<file path="config.mk">
export PLATFORM = sky130hd
export DESIGN_NAME = pulse_quad_counter
export DESIGN_NICKNAME = d
export VERILOG_FILES = /design/src/rtl/pqc_pkg.sv /design/src/rtl/pqc_sync.sv /design/src/rtl/pqc_event_decode.sv /design/src/rtl/pqc_counters.sv /design/src/rtl/pulse_quad_counter.sv
export SDC_FILE = /design/constraint.sdc
export NUM_CORES = 1
export LEC_CHECK = 0
export BUFFER_PORTS_ARGS = -buffer_cell sky130_fd_sc_hd__buf_2
export CORE_MARGIN = 8
export CORE_UTILIZATION = 40
export CTS_CLUSTER_DIAMETER = 40
export DETAILED_ROUTE_END_ITERATION = 8
export GPL_ROUTABILITY_DRIVEN = 0
export GPL_TIMING_DRIVEN = 0
export SYNTH_ARGS = -nofsm -noshare
export SYNTH_HDL_FRONTEND = slang
export SYNTH_SLANG_ARGS = --single-unit
export TNS_END_PERCENT = 20
</file>
<file path="constraint.sdc">
create_clock -name clk -period 8.8 [get_ports clk]
set_input_delay 0.44 -clock clk [delete_from_list [all_inputs] [get_ports clk]]
set_output_delay 0.44 -clock clk [all_outputs]
set_load 0.005 [all_outputs]
</file>
<file path="src/rtl/pqc_pkg.sv">
package pqc_pkg;

    typedef enum logic [1:0] {
        MODE_OFF        = 2'd0,
        MODE_OVS_SINGLE = 2'd1,
        MODE_EXT_SINGLE = 2'd2,
        MODE_QUAD       = 2'd3
    } mode_e;

    // Phase code is {S1,S0}
    typedef enum logic [1:0] {
        PH_00 = 2'b00,
        PH_01 = 2'b01,
        PH_11 = 2'b11,
        PH_10 = 2'b10
    } phase_e;

    typedef enum logic [1:0] {
        MG_BOTH = 2'd0,
        MG_UP   = 2'd1,
        MG_DOWN = 2'd2,
        MG_NONE = 2'd3
    } main_gate_e;

    typedef struct packed {
        logic up;
        logic dn;
    } evt_t;

endpackage

</file>
<file path="src/rtl/pqc_sync.sv">
module pqc_sync #(
    parameter int WIDTH  = 2,
    parameter int STAGES = 2
) (
    input  logic             clk,
    input  logic             rst_n,
    input  logic [WIDTH-1:0] din,
    output logic [WIDTH-1:0] dout
);

    logic [WIDTH-1:0] stg [STAGES];

    for (genvar i = 0; i < STAGES; i++) begin : g_stage
        if (i == 0) begin : g_first
            always_ff @(posedge clk or negedge rst_n) begin
                if (!rst_n) stg[0] <= '0;
                else        stg[0] <= din;
            end
        end else begin : g_next
            always_ff @(posedge clk or negedge rst_n) begin
                if (!rst_n) stg[i] <= '0;
                else        stg[i] <= stg[i-1];
            end
        end
    end

    assign dout = stg[STAGES-1];

endmodule

</file>
<file path="src/rtl/pqc_event_decode.sv">
module pqc_event_decode
    import pqc_pkg::*;
(
    input  logic        clk,
    input  logic        rst_n,
    input  logic [1:0]  phase_now,
    input  mode_e       mode,
    input  logic        edge_fall,
    input  logic        dir_down,
    input  logic        dir_from_s1,
    output evt_t        evt
);

    phase_e state_q;
    phase_e ph_now;
    logic   q_up, q_dn;
    logic   s0_rise, s0_fall, edge_hit, go_down;

    assign ph_now = phase_e'(phase_now);

    // State register: always tracks the last sampled phase
    always_ff @(posedge clk or negedge rst_n) begin
        if (!rst_n) state_q <= PH_00;
        else        state_q <= ph_now;
    end

    // Quadrature step decode from (held phase, current phase)
    always_comb begin
        q_up = 1'b0;
        q_dn = 1'b0;
        unique case (state_q)
            PH_00: begin q_up = (ph_now == PH_01); q_dn = (ph_now == PH_10); end
            PH_01: begin q_up = (ph_now == PH_11); q_dn = (ph_now == PH_00); end
            PH_11: begin q_up = (ph_now == PH_10); q_dn = (ph_now == PH_01); end
            PH_10: begin q_up = (ph_now == PH_00); q_dn = (ph_now == PH_11); end
            default: begin q_up = 1'b0; q_dn = 1'b0; end
        endcase
    end

    assign s0_rise  = phase_now[0] & ~state_q[0];
    assign s0_fall  = ~phase_now[0] & state_q[0];
    assign edge_hit = edge_fall ? s0_fall : s0_rise;
    assign go_down  = dir_from_s1 ? phase_now[1] : dir_down;

    // Output process: mode picks the event source
    always_comb begin
        evt = '0;
        unique case (mode)
            MODE_OFF: evt = '0;
            MODE_OVS_SINGLE, MODE_EXT_SINGLE: begin
                evt.up = edge_hit & ~go_down;
                evt.dn = edge_hit & go_down;
            end
            MODE_QUAD: begin
                evt.up = q_up;
                evt.dn = q_dn;
            end
            default: evt = '0;
        endcase
    end

endmodule

</file>
<file path="src/rtl/pqc_counters.sv">
module pqc_counters
    import pqc_pkg::*;
#(
    parameter int CNT_W       = 16,
    parameter bit AUX_PRESENT = 1'b1
) (
    input  logic             clk,
    input  logic             rst_n,
    input  evt_t             evt,
    input  main_gate_e       main_gate,
    input  logic [1:0]       aux_gate,
    input  logic             clr,
    input  logic             aux_clr_en,
    output logic [CNT_W-1:0] main_q,
    output logic [CNT_W-1:0] aux_q,
    output logic             up_q,
    output logic             dn_q
);

    logic main_inc, main_dec, aux_inc;

    assign main_inc = evt.up & ((main_gate == MG_BOTH) | (main_gate == MG_UP));
    assign main_dec = evt.dn & ((main_gate == MG_BOTH) | (main_gate == MG_DOWN));
    assign aux_inc  = (evt.up & aux_gate[0]) | (evt.dn & aux_gate[1]);

    always_ff @(posedge clk or negedge rst_n) begin
        if (!rst_n) begin
            main_q <= '0;
            up_q   <= 1'b0;
            dn_q   <= 1'b0;
        end else begin
            up_q <= evt.up;
            dn_q <= evt.dn;
            if (clr)           main_q <= '0;
            else if (main_inc) main_q <= main_q + 1'b1;
            else if (main_dec) main_q <= main_q - 1'b1;
        end
    end

    if (AUX_PRESENT) begin : g_aux
        always_ff @(posedge clk or negedge rst_n) begin
            if (!rst_n)                aux_q <= '0;
            else if (clr && aux_clr_en) aux_q <= '0;
            else if (aux_inc)          aux_q <= aux_q + 1'b1;
        end
    end else begin : g_no_aux
        assign aux_q = '0;
    end

endmodule

</file>
<file path="src/rtl/pulse_quad_counter.sv">
module pulse_quad_counter
    import pqc_pkg::*;
#(
    parameter int CNT_W       = 16,
    parameter int SYNC_STAGES = 2
) (
    input  logic             clk,
    input  logic             rst_n,
    input  logic             s0_in,
    input  logic             s1_in,
    input  logic [1:0]       mode_sel,
    input  logic             edge_fall,
    input  logic             dir_down,
    input  logic             dir_from_s1,
    input  logic [1:0]       main_gate,
    input  logic [1:0]       aux_gate,
    input  logic             cnt_clear,
    input  logic             aux_clear_en,
    output logic [CNT_W-1:0] main_count,
    output logic [CNT_W-1:0] aux_count,
    output logic             up_evt,
    output logic             down_evt
);

    localparam int PH_W = 2;

    logic [PH_W-1:0] phase_sync;
    evt_t            evt;

    pqc_sync #(.WIDTH(PH_W), .STAGES(SYNC_STAGES)) u_sync (
        .clk   (clk),
        .rst_n (rst_n),
        .din   ({s1_in, s0_in}),
        .dout  (phase_sync)
    );

    pqc_event_decode u_decode (
        .clk         (clk),
        .rst_n       (rst_n),
        .phase_now   (phase_sync),
        .mode        (mode_e'(mode_sel)),
        .edge_fall   (edge_fall),
        .dir_down    (dir_down),
        .dir_from_s1 (dir_from_s1),
        .evt         (evt)
    );

    pqc_counters #(.CNT_W(CNT_W), .AUX_PRESENT(1'b1)) u_cnt (
        .clk        (clk),
        .rst_n      (rst_n),
        .evt        (evt),
        .main_gate  (main_gate_e'(main_gate)),
        .aux_gate   (aux_gate),
        .clr        (cnt_clear),
        .aux_clr_en (aux_clear_en),
        .main_q     (main_count),
        .aux_q      (aux_count),
        .up_q       (up_evt),
        .dn_q       (down_evt)
    );

endmodule

</file>
==> results.rst, run 1 <==
.. list-table::
   :header-rows: 1

   * - Metric
     - Value
   * - Run status
     - finished, final reports clean
   * - Area fraction in and, or, nand and nor cells after synthesis
     - 15.61%
   * - Pin count of the biggest net entering global routing
     - 41
   * - Die outline height
     - 97.82 microns
   * - Yosys top cell area share
     - 37.38%
   * - F_max
     - 0.2949 GHz
   * - Crit path top cell by count
     - ha_1
   * - Inserted Diodes
     - 0
   * - CTS Sinks
     - 40
   * - Highest net fanout along the worst path
     - 23
   * - Synthesis Warnings
     - 0
   * - Number of buffers inserted by port buffering
     - 48
   * - Setup Buffers After CTS
     - 0
   * - Share of final-layout standard cells stronger than drive strength 1
     - 23.26%
   * - Multiplexer share of the synthesized area
     - 4.112%
   * - Non-Filler Cell Area, Final
     - 0.003115 sq mm
   * - Iter 0 DRT Violations
     - 68
   * - Sequence of cells on the critical path
     - buf_2, inv_1, ha_1, nand4b_1, a21bo_2, a211o_4, ha_1, o211ai_1, o21ai_0, o2111ai_1, a21oi_1, nor4b_1, a311o_1
   * - Share of the cycle needed by the critical path after routing
     - 38.54%
   * - Global-route usage over all layers
     - 13.83%
   * - DPL Wire Length
     - 4615 microns
   * - Global-route wire length before repair
     - 10960 microns
   * - Instance area at placement
     - 0.003018 sq mm
   * - Clock latency at the later pin of the worst-skew pair
     - 0.30 ns
   * - Number of hold-slack violations in the final timing report
     - 0
   * - Vias in the first global route
     - 2183
   * - Die outline area
     - 0.009568 sq mm
   * - Residual overflow from global routing
     - 0
   * - Initial antenna violation count
     - 0
   * - Number of H-tree levels
     - 2
   * - Initial DRT Pass Iterations
     - 4
   * - Area share of fa/ha/maj cells after synthesis
     - 9.626%
   * - Area contributors post-synth
     - dfrtp_1 37%, ha_1 8.9%, xnor2_1 7.2%, a21oi_1 4.5%, nor2_1 4.3%
   * - Dominant combinational cell family by area after synthesis
     - compound AO/OA/AOI/OAI gates
   * - Area of the mapped netlist
     - 0.002678 sq mm
   * - Required time worst endpoint
     - 9.04 ns
   * - Most instantiated library cell after synthesis
     - dfrtp_1
   * - Maximum VDD drop
     - 69.88 uV
   * - Min Clock Period, post-route
     - 3.391 ns
   * - Worst slew pin tran
     - 0.9125 ns
   * - Distinct cell type count after synthesis
     - 48
   * - Die outline width
     - 97.82 microns
   * - Synthesized area divided by synthesized cell count
     - 9.737 sq um
   * - Accumulated negative setup slack
     - 0 ns
   * - TritonCTS Buffers
     - 5
   * - Number of enable-type register cells in the synthesized netlist
     - 0
   * - RSZ-0062 raised after global routing
     - no
   * - Power density over the cells
     - 163.4 mW/mm^2
   * - Via count
     - 2200
   * - Remaining design rule violation count
     - 0
   * - Library cell used as clock root buffer
     - clkbuf_8
   * - Post-cts resize count
     - 0
   * - Async SR Flop Fraction
     - 100.0%
   * - Number of top-level pins
     - 49
   * - Max_cap viols
     - 0
   * - Flops & latches, synth
     - 40
   * - Compound-cell area share of the yosys netlist
     - 20.47%
   * - Cell Rows
     - 30
   * - Number of standard cells after synthesis
     - 275
   * - Syn-to-layout area delta
     - 16.36%
   * - Total core area
     - 0.006644 sq mm
   * - Endpoint type of the worst setup path
     - flip-flop
   * - Per-cell via count in the routed design
     - 5.353
   * - Worst stage delay on the critical path
     - 0.46 ns
   * - Initial core utilization
     - 40.30%
   * - Dominant cell type by area after synthesis
     - dfrtp_1
   * - Clk buf depth
     - 2
   * - Hold-fix buffer count after cts
     - 0
   * - Leakage
     - 0.001489 uW
   * - Xor and xnor area share after synthesis
     - 8.505%
   * - Setup-violating endpoint count in the final report
     - 0
   * - Type of the worst setup path
     - in -> reg
   * - Clock edge transition at the registers on the reported setup and hold paths
     - 0.08 ns
   * - Count of filler cells inserted in the layout
     - 664
   * - Critical Path Slowest Stage Cell
     - a211o_4
   * - Number of routed nets with antenna violations
     - 0
   * - Share of synthesized area occupied by flip-flops and latches
     - 37.38%
   * - Post-synth top cells
     - 40 x dfrtp_1, 31 x nor2_1, 24 x a21oi_1
   * - Number of nets in the finished design
     - 365
   * - Type of the tightest min-delay check
     - in -> reg
   * - Data arrival time of the critical path
     - 3.63 ns
   * - DR WL/cell
     - 15.03 microns
   * - TritonCTS clock tree
     - yes
   * - Max transition margin
     - 39.17%
   * - Top_reg_cell synth
     - dfrtp_1
   * - Setup Skew
     - 0.01143 ns
   * - Startpoint kind of the worst setup timing path
     - primary input
   * - Synthesized netlist net count
     - 310
   * - Sum of routed wire length over all layers
     - 6177 microns
   * - Max-slew violation count
     - 0
-- metal layers --
metal,GRT usage [%],vias to the layer above,part of all wire [%]
met5,0,-,0
li1,-,1113,-
met1,18.25,1041,50
met4,3.957,0,1.1
met3,3.841,5,4.5
met2,21.45,41,44
-- sequential cells by signal, indices dropped and copies added (netlist names) --
name              cells
u_cnt.aux_q          16
u_cnt.main_q         16
u_decode.state_q      2
u_sync.dout           2
u_sync.stg            2
u_cnt.dn_q            1
u_cnt.up_q            1
-- cell families after synthesis --
logic type | Yosys count
adders and majority gates | 20
AOI/OAI and AO/OA | 75
and+or+nand+nor | 79
muxes | 11
buffers and inverters | 24
xor gates and xnor gates | 26
DFF | 40
-- per-stage QoR --
stage               worst slack [ns]  utilization (%)  total power, uW  hold WS [ns]  std cells
global route                   5.116            46.89            546.0        0.2315        411
finish                         5.409            46.89            509.1        0.2426        411
global placement               5.136            45.42            376.2        0.3393        403
detailed placement             5.128            45.42            377.7        0.3371        403
floorplan                      5.625                -            334.1        0.1444        275
CTS                            5.435            46.89            517.0        0.2339        411
-- where the power goes --
group	internal [uW]	switching, uW	total [uW]
sequential	194	10.0	204
clock	63.6	71.7	135
combinational	77.0	92.6	170
-- area by class of cell --
cell class | instances | area [sq um] | share of cell area [%]
clock inverters | 2 | 15.01 | 0.4819
well taps | 80 | 100.1 | 3.213
multi-input cells | 211 | 1562 | 50.12
repair buffers | 48 | 240.2 | 7.711
flip-flops and latches | 40 | 1001 | 32.13
plain buffers | 12 | 70.07 | 2.249
clock buffers | 6 | 82.58 | 2.651
inverters | 12 | 45.04 | 1.446
-- critical path: cells and delay by family --
family                   cells  cell delay [ns]
AO/OA/AOI/OAI                7             1.93
buffers and inverters        2             0.13
AND/OR/NAND/NOR              2             0.41
adder cells (fa/ha/maj)      2             0.70
-- path summary, 6_finish.rpt --
kind,to,from,cells after the start,slack [ns]
min in group asynchronous,u_cnt.aux_q[12]$_DFFE_PN0P_,rst_n,1,0.26
hold / removal,u_sync.stg[2]$_DFF_PN0_,s0_in,1,0.24
max in group asynchronous,u_cnt.main_q[7]$_DFFE_PN0P_,rst_n,1,7.96
setup reg to reg,u_cnt.main_q[15]$_DFFE_PN0P_,u_sync.dout[1]$_DFF_PN0_,10,5.44
hold reg to reg,u_sync.dout[1]$_DFF_PN0_,u_sync.stg[3]$_DFF_PN0_,0,0.35
setup / recovery,u_cnt.main_q[15]$_DFFE_PN0P_,mode_sel[0],13,5.41
-- cell usage in the layout, fill, tap and decap left out, drive strengths merged, types with 2 or more instances in the layout --
| master | n |
|---|---|
| o31ai | 3 |
| and2 | 2 |
| buf | 55 |
| nor4b | 7 |
| inv | 12 |
| a21bo | 2 |
| nor2b | 2 |
| clkinvlp | 2 |
| a311o | 4 |
| nor2 | 31 |
| a21oi | 24 |
| a2111oi | 9 |
| o211ai | 2 |
| nand2 | 14 |
| xnor2 | 22 |
| a21o | 7 |
| a211oi | 6 |
| nor3 | 2 |
| clkbuf | 11 |
| o21ai | 10 |
| xor2 | 4 |
| mux2i | 11 |
| nand2b | 3 |
| nand4 | 2 |
| nand3 | 9 |
| dfrtp | 40 |
| a31oi | 3 |
| ha | 19 |
(Power assumes the default switching activity.)
==> inputs of run 2 (changes only) <==
Settings changed: ABC_AREA set to 1.
Clock period 8.8 ns to 3.29 ns, I/O delays scaled along.
==> run 2 against run 1 <==
  * The run now ends with negative hold slack left
  * Clock power rose to 3.5 times the previous value
  * Power increased to 4.1 times the previous value
  * Wire length is 12% higher
  * Register-to-register slack got worse by 4.8 ns
  * Flip-flop and latch count did not move
  * Final area grew 10%
  * Die area up 7.8%
  * Critical path depth up 3
==> results.rst, run 2 <==
.. list-table::
   :header-rows: 1

   * - Metric
     - Value
   * - Vias in the first global route
     - 2763
   * - Initial antenna violation count
     - 0
   * - Number of H-tree levels
     - 2
   * - Non-Filler Cell Area, Final
     - 0.003442 sq mm
   * - Bufs and invs on worst path
     - 1
   * - Worst slew pin tran
     - 0.9178 ns
   * - Via count
     - 2628
   * - Crit path top cell by count
     - nand2_1
   * - Pin count of the biggest net entering global routing
     - 41
   * - Accumulated negative setup slack
     - 0 ns
   * - Combined area of the multi-input logic cells
     - 0.001723 sq mm
   * - Distinct cell type count after synthesis
     - 33
   * - Yosys top cell area share
     - 34.17%
   * - Clock edge transition at the registers on the reported setup and hold paths
     - 0.08 ns
   * - Number of enable-type register cells in the synthesized netlist
     - 0
   * - Startpoint kind of the worst setup timing path
     - flip-flop
   * - Die outline height
     - 101.6 microns
   * - Residual overflow from global routing
     - 0
   * - Async SR Flop Fraction
     - 100.0%
   * - RSZ-0062 raised after global routing
     - no
   * - Share of synthesized area occupied by flip-flops and latches
     - 34.17%
   * - Largest delay contributor family on the critical path
     - simple AND/OR/NAND/NOR gates
   * - Sum of routed wire length over all layers
     - 6920 microns
   * - Min Clock Period, post-route
     - 2.694 ns
   * - Number of standard cells after synthesis
     - 382
   * - Post-cts resize count
     - 0
   * - Hold-fix buffer count after cts
     - 2
   * - Maximum VDD drop
     - 283.9 uV
   * - Number of top-level pins
     - 49
   * - Most frequent standard cell in the layout excluding fill and tap cells
     - nand2_1
   * - Highest-count cells in the layout ignoring fill and taps
     - 108 x nand2_1, 51 x buf_2, 40 x inv_1, 40 x dfrtp_1, 33 x nand3_1
   * - DR WL/cell
     - 12.86 microns
   * - Cell Rows
     - 31
   * - Highest net fanout along the worst path
     - 21
   * - Most instantiated library cell after synthesis
     - nand2_1
   * - Synthesized netlist net count
     - 417
   * - Data arrival time of the critical path
     - 2.88 ns
   * - Top_reg_cell synth
     - dfrtp_1
   * - Critical path launch point
     - u_sync.dout[0]$_DFF_PN0_
   * - Library cell used as clock root buffer
     - clkbuf_8
   * - DPL Wire Length
     - 5316 microns
   * - Sequence of cells on the critical path
     - inv_2, nand3_1, nand2_2, nand2_2, nand2_2, nand3_4, fa_1, nand3_1, nand2_1, nand2_1, nand2_1, nand2_1, nand2_1, or2_2, nand3_1, nand2_1
   * - Reg2reg path depth
     - 16
   * - Syn-to-layout area delta
     - 17.51%
   * - TritonCTS Buffers
     - 5
   * - Inserted Diodes
     - 0
   * - Setup Skew
     - 0.009553 ns
   * - Number of nets in the finished design
     - 474
   * - Die outline area
     - 0.01032 sq mm
   * - TritonCTS clock tree
     - yes
   * - Count of filler cells inserted in the layout
     - 725
   * - CTS Sinks
     - 40
   * - Initial DRT Pass Iterations
     - 5
   * - Worst stage delay on the critical path
     - 0.51 ns
   * - Dominant cell type by area after synthesis
     - dfrtp_1
   * - Synthesized area divided by synthesized cell count
     - 7.668 sq um
   * - Remaining design rule violation count
     - 0
   * - Global-route wire length before repair
     - 12330 microns
   * - Max transition margin
     - 38.81%
   * - Clk buf depth
     - 2
   * - Flops & latches, synth
     - 40
   * - Share of final-layout standard cells stronger than drive strength 1
     - 20.96%
   * - Leakage
     - 0.001867 uW
   * - Total core area
     - 0.007176 sq mm
   * - Max-slew violation count
     - 0
   * - Max_cap viols
     - 0
   * - F_max
     - 0.3712 GHz
   * - Top flop regs
     - u_cnt.aux_q (16), u_cnt.main_q (16)
   * - Instance area at placement
     - 0.003293 sq mm
   * - Sequential cell area in the final layout
     - 0.001001 sq mm
   * - Run status
     - finished, violations left
   * - Endpoint of the worst-slack reg-to-reg timing path
     - u_cnt.main_q[14]$_DFFE_PN0P_
   * - Power density over the cells
     - 600.0 mW/mm^2
   * - Critical Path Slowest Stage Cell
     - fa_1
   * - Type of the worst setup path
     - reg -> reg
   * - Type of the tightest min-delay check
     - in -> async
   * - Die outline width
     - 101.6 microns
   * - Setup Buffers After CTS
     - 0
   * - Number of routed nets with antenna violations
     - 0
   * - Number of hold-slack violations in the final timing report
     - 5
   * - Endpoint type of the worst setup path
     - flip-flop
   * - Setup-violating endpoint count in the final report
     - 0
   * - Top routing layer in use
     - met4
   * - Routed wl met2
     - 3439 microns
   * - Worst-case hold slack
     - -0.003269 ns
   * - Synthesis Warnings
     - 0
   * - Clock latency at the later pin of the worst-skew pair
     - 0.30 ns
   * - Area of the mapped netlist
     - 0.002929 sq mm
   * - Share of the cycle needed by the critical path after routing
     - 81.89%
   * - Post-synth top cells
     - 108 x nand2_1, 40 x dfrtp_1, 40 x inv_1
   * - Routed met1 length
     - 3033 microns
   * - Slack of the worst reg-to-reg path
     - 0.60 ns
   * - Launch instance of the worst register-to-register path
     - u_sync.dout[0]$_DFF_PN0_
   * - Iter 0 DRT Violations
     - 105
   * - WL met3
     - 362 microns
   * - Initial core utilization
     - 40.82%
   * - Per-cell via count in the routed design
     - 4.885
   * - Global-route usage over all layers
     - 14.69%
   * - Number of buffers inserted by port buffering
     - 48
   * - Violations in the final reports
     - negative hold slack
   * - Area contributors post-synth
     - dfrtp_1 34%, nand2_1 14%, ha_1 8.1%, nand3_1 5.6%, inv_1 5.1%
   * - Required time worst endpoint
     - 3.48 ns
## run 2: cell count changes in the layout (fill, tap and decap cells not counted), sizes merged, moves of 7 or more
| cell | delta |
|---|---|
| a2111oi | -9 |
| a21oi | -7 |
| inv | +31 |
| mux2i | -11 |
| nand2 | +109 |
| nand3 | +29 |
| nand3b | +12 |
| nand4 | +13 |
| nor2 | -7 |
| nor4b | -7 |
| xnor2 | -14 |
| xor2 | +11 |
## run 2: where the power goes
part           switching, uW  total [uW]  internal (uW)
registers               54.6         602            547
logic                    582         984            402
clock network            180         479            299
total                    817        2070           1250
## run 2: worst max-delay path by stage
| stage | endpoint | slack [ns] | cells after the start |
|---|---|---|---|
| floorplan | u_cnt.main_q[14]$_DFFE_PN0P_ | 0.89 | 17 |
| global placement | u_cnt.main_q[14]$_DFFE_PN0P_ | 0.51 | 18 |
| detailed placement | u_cnt.main_q[14]$_DFFE_PN0P_ | 0.49 | 18 |
| CTS | u_cnt.main_q[14]$_DFFE_PN0P_ | 0.55 | 16 |
| global route | u_cnt.main_q[14]$_DFFE_PN0P_ | 0.29 | 16 |
| finish | u_cnt.main_q[14]$_DFFE_PN0P_ | 0.60 | 16 |
## run 2: metrics by stage
| stage | power (uW) | cells | hold slack, ns | utilization, % | setup WS, ns |
|---|---|---|---|---|---|
| after floorplan | 1368 | 382 | -0.1311 | - | 0.8925 |
| after global placement | 1587 | 529 | 0.2734 | 45.89 | 0.5119 |
| after detailed placement | 1600 | 529 | 0.2742 | 45.89 | 0.4883 |
| after CTS | 2094 | 538 | 0.03480 | 47.97 | 0.5457 |
| after global routing | 2277 | 538 | 0.08568 | 47.97 | 0.2936 |
| final | 2065 | 538 | -0.003269 | 47.97 | 0.5958 |
## run 2: routing by layer
metal,up-vias,global-route usage (%)
met5,-,0
met3,8,3.986
met1,1218,16.32
li1,1351,-
met4,0,4.353
met2,51,26.51
## run 2: cells by family (layout without fill, tap and decap cells)
kind of cell	after synthesis	in the layout	synth area share [%]
AND/OR/NAND/NOR	216	216	35.92
buffers and inverters	49	106	7.005
flip-flops	40	40	34.17
AO/OA/AOI/OAI	34	34	7.220
XOR/XNOR	23	23	6.878
adder cells (fa/ha/maj)	20	20	8.800
## run 2: area by class of cell
type                            instances  share of cell area, %
Buffer                                  6                  1.200
Clock buffer                            5                  1.999
Clock inverter                          2                  1.745
Inverter                               43                  4.762
Multi-Input combinational cell        293                  50.05
Sequential cell                        40                  29.08
Tap cell                               99                  3.599
Timing Repair Buffer                   50                  7.561
==> inputs of run 3 (changes only) <==
Settings changed: ABC_AREA 1 to 0.
Clock period 3.29 ns to 2.2 ns, I/O delays scaled along.
==> run 3 against run 2 <==
  * The run ends with negative setup slack left
  * Maximum frequency is 6.9% lower
  * Power is 15% higher
  * Hold slack better by 0.33 ns
  * Count of clock-buffer cells in the layout is 2 higher
  * Worst setup slack worse by 1.3 ns
  * Global-route usage is 0.85 points higher
  * Final area is 8.5% higher
==> results.rst, run 3 (synthesis results as in run 1) <==
.. list-table::
   :header-rows: 1

   * - Metric
     - Value
   * - Total core area
     - 0.006644 sq mm
   * - Highest net fanout along the worst path
     - 6
   * - Max_cap viols
     - 0
   * - Initial DRT Pass Iterations
     - 4
   * - Die outline width
     - 97.82 microns
   * - Clock share of power
     - 22.3%
   * - Remaining design rule violation count
     - 0
   * - Via count
     - 2378
   * - Top flop regs
     - u_cnt.aux_q (16), u_cnt.main_q (16)
   * - TritonCTS Buffers
     - 5
   * - Internal power of the cells
     - 1544 uW
   * - Switching power share of the total
     - 34.76%
   * - Switching pwr
     - 822.5 uW
   * - Setup WS post-layout
     - -0.6953 ns
   * - Power density over the cells
     - 633.9 mW/mm^2
   * - Critical path launch point
     - u_decode.state_q[0]$_DFF_PN0_
   * - Vias in the first global route
     - 2529
   * - Max-slew violation count
     - 0
   * - Initial core utilization
     - 40.30%
   * - Launch instance of the worst register-to-register path
     - u_decode.state_q[0]$_DFF_PN0_
   * - DPL Wire Length
     - 4716 microns
   * - Number of hold-slack violations in the final timing report
     - 0
   * - Inserted Diodes
     - 0
   * - F_max
     - 0.3454 GHz
   * - Reg2reg path depth
     - 10
   * - Share of the cycle needed by the critical path after routing
     - 131.6%
   * - Highest-count cells in the layout ignoring fill and taps
     - 50 x buf_2, 38 x dfrtp_1, 30 x nor2_1
   * - Clk buf depth
     - 2
   * - Global-route wire length before repair
     - 12220 microns
   * - Number of buffers inserted by port buffering
     - 48
   * - Required time worst endpoint
     - 2.38 ns
   * - Sum of routed wire length over all layers
     - 7505 microns
   * - Max transition margin
     - 37.50%
   * - Per-cell via count in the routed design
     - 5.454
   * - Setup Skew
     - 0.002395 ns
   * - Number of top-level pins
     - 49
   * - Clock edge transition at the registers on the reported setup and hold paths
     - 0.08 ns
   * - Most frequent standard cell in the layout excluding fill and tap cells
     - buf_2
   * - RSZ-0062 raised after global routing
     - yes
   * - Flop pwr share
     - 35.0%
   * - Die outline area
     - 0.009568 sq mm
   * - Iter 0 DRT Violations
     - 144
   * - Global-route usage over all layers
     - 15.55%
   * - Count of filler cells inserted in the layout
     - 572
   * - Syn-to-layout area delta
     - 39.44%
   * - DR WL/cell
     - 17.21 microns
   * - Share of final-layout standard cells stronger than drive strength 1
     - 41.85%
   * - Min Clock Period, post-route
     - 2.895 ns
   * - Type of the worst setup path
     - reg -> reg
   * - Worst slew pin tran
     - 0.9375 ns
   * - Sequence of cells on the critical path
     - nand4bb_4, a21bo_4, a211o_4, fa_2, nand3_2, nand2_2, a21oi_4, o21ai_2, nor4b_1, a311o_2
   * - Logic gate share of total power
     - 42.7%
   * - Data arrival time of the critical path
     - 3.08 ns
   * - Endpoint type of the worst setup path
     - flip-flop
   * - Leakage
     - 0.001661 uW
   * - Cell Rows
     - 30
   * - Violations in the final reports
     - negative setup slack
   * - Critical Path Slowest Stage Cell
     - dfrtp_2
   * - Design Power
     - 2367 uW
   * - TritonCTS clock tree
     - yes
   * - Number of routed nets with antenna violations
     - 0
   * - Type of the tightest min-delay check
     - in -> reg
   * - Worst stage delay on the critical path
     - 0.44 ns
   * - Hold Startpoint
     - cnt_clear
   * - Residual overflow from global routing
     - 0
   * - Number of H-tree levels
     - 2
   * - Pin count of the biggest net entering global routing
     - 41
   * - Die outline height
     - 97.82 microns
   * - Setup-violating endpoint count in the final report
     - 32
   * - Number of nets in the finished design
     - 390
   * - Clock latency at the later pin of the worst-skew pair
     - 0.29 ns
   * - Depth of the worst hold-timing path
     - 4
   * - CTS Sinks
     - 40
   * - Initial antenna violation count
     - 0
   * - Maximum VDD drop
     - 392.3 uV
   * - Worst slack at placement
     - -0.9296 ns
   * - Library cell used as clock root buffer
     - clkbuf_8
   * - Startpoint kind of the worst setup timing path
     - flip-flop
   * - Run status
     - finished, violations left
==> run 3: routing by layer <==
metal / wire [microns] / GRT usage (%) / part of all wire (%)
met5: 0 / 0 / 0
met4: 97 / 5.875 / 1.3
met3: 324 / 3.129 / 4.3
met2: 3735 / 25.78 / 50
met1: 3347 / 19.38 / 45
==> run 3: cell type report <==
type                       count  area [sq um]  area share [%]
clock buffer                   7         86.33           2.312
clock inverter                 1         7.507          0.2011
sequential                    40          1003           26.88
timing repair buffer          73         447.9           12.00
tap                           80         100.1           2.681
inverter                      12         45.04           1.206
buffer                        10         66.31           1.776
multi-input combinational    213          1977           52.95
==> run 3: what timing repair did <==
item | 4_1_cts | 5_1_grt
setup endpoints to repair | 15 | 32
hold buffers | 3 | 0
endpoints found under the hold margin | 24 | 0
cloned | 2 | 0
buffers inserted | 15 | 7
pin swaps | 19 | 8
resized for setup | 41 | 19
==> run 3: final timing paths <==
check	endpoint	slack [ns]
setup / recovery	u_cnt.main_q[10]$_DFFE_PN0P_	-0.70
hold / removal	u_cnt.main_q[9]$_DFFE_PN0P_	0.33
setup reg to reg	u_cnt.main_q[10]$_DFFE_PN0P_	-0.70
hold reg to reg	u_sync.dout[0]$_DFF_PN0_	0.35
max in group asynchronous	u_sync.dout[0]$_DFF_PN0_	1.07
min in group asynchronous	u_cnt.dn_q$_DFF_PN0_	0.49
==> run 3: critical path: cells and delay by family, from the launching register on <==
| family | cells | cell delay, ns |
|---|---|---|
| compound gates | 5 | 1.39 |
| simple gates | 4 | 0.56 |
| flops | 1 | 0.44 |
| fa+ha+maj | 1 | 0.37 |
==> run 3: through the flow <==
step | hold WS [ns] | utilization [%] | instances | cell area, sq um | TNS [ns]
floorplan | -0.1856 | - | 275 | 2726 | -4.173
finish | 0.3262 | 56.20 | 436 | 3734 | -12.82
CTS | 0.3001 | 53.60 | 429 | 3561 | -11.62
global route | 0.3476 | 56.20 | 436 | 3734 | -16.88
global placement | 0.2179 | 46.16 | 403 | 3067 | -8.170
detailed placement | 0.2201 | 46.16 | 403 | 3067 | -8.749
==> run 3: power groups by stage <==
stage | logic, uW | registers [uW] | clock network (uW)
global route | 1100 | 837 | 572
detailed placement | 706 | 833 | 0
CTS | 918 | 826 | 552
global placement | 700 | 831 | 0
finish | 1010 | 829 | 527
floorplan | 532 | 831 | 0
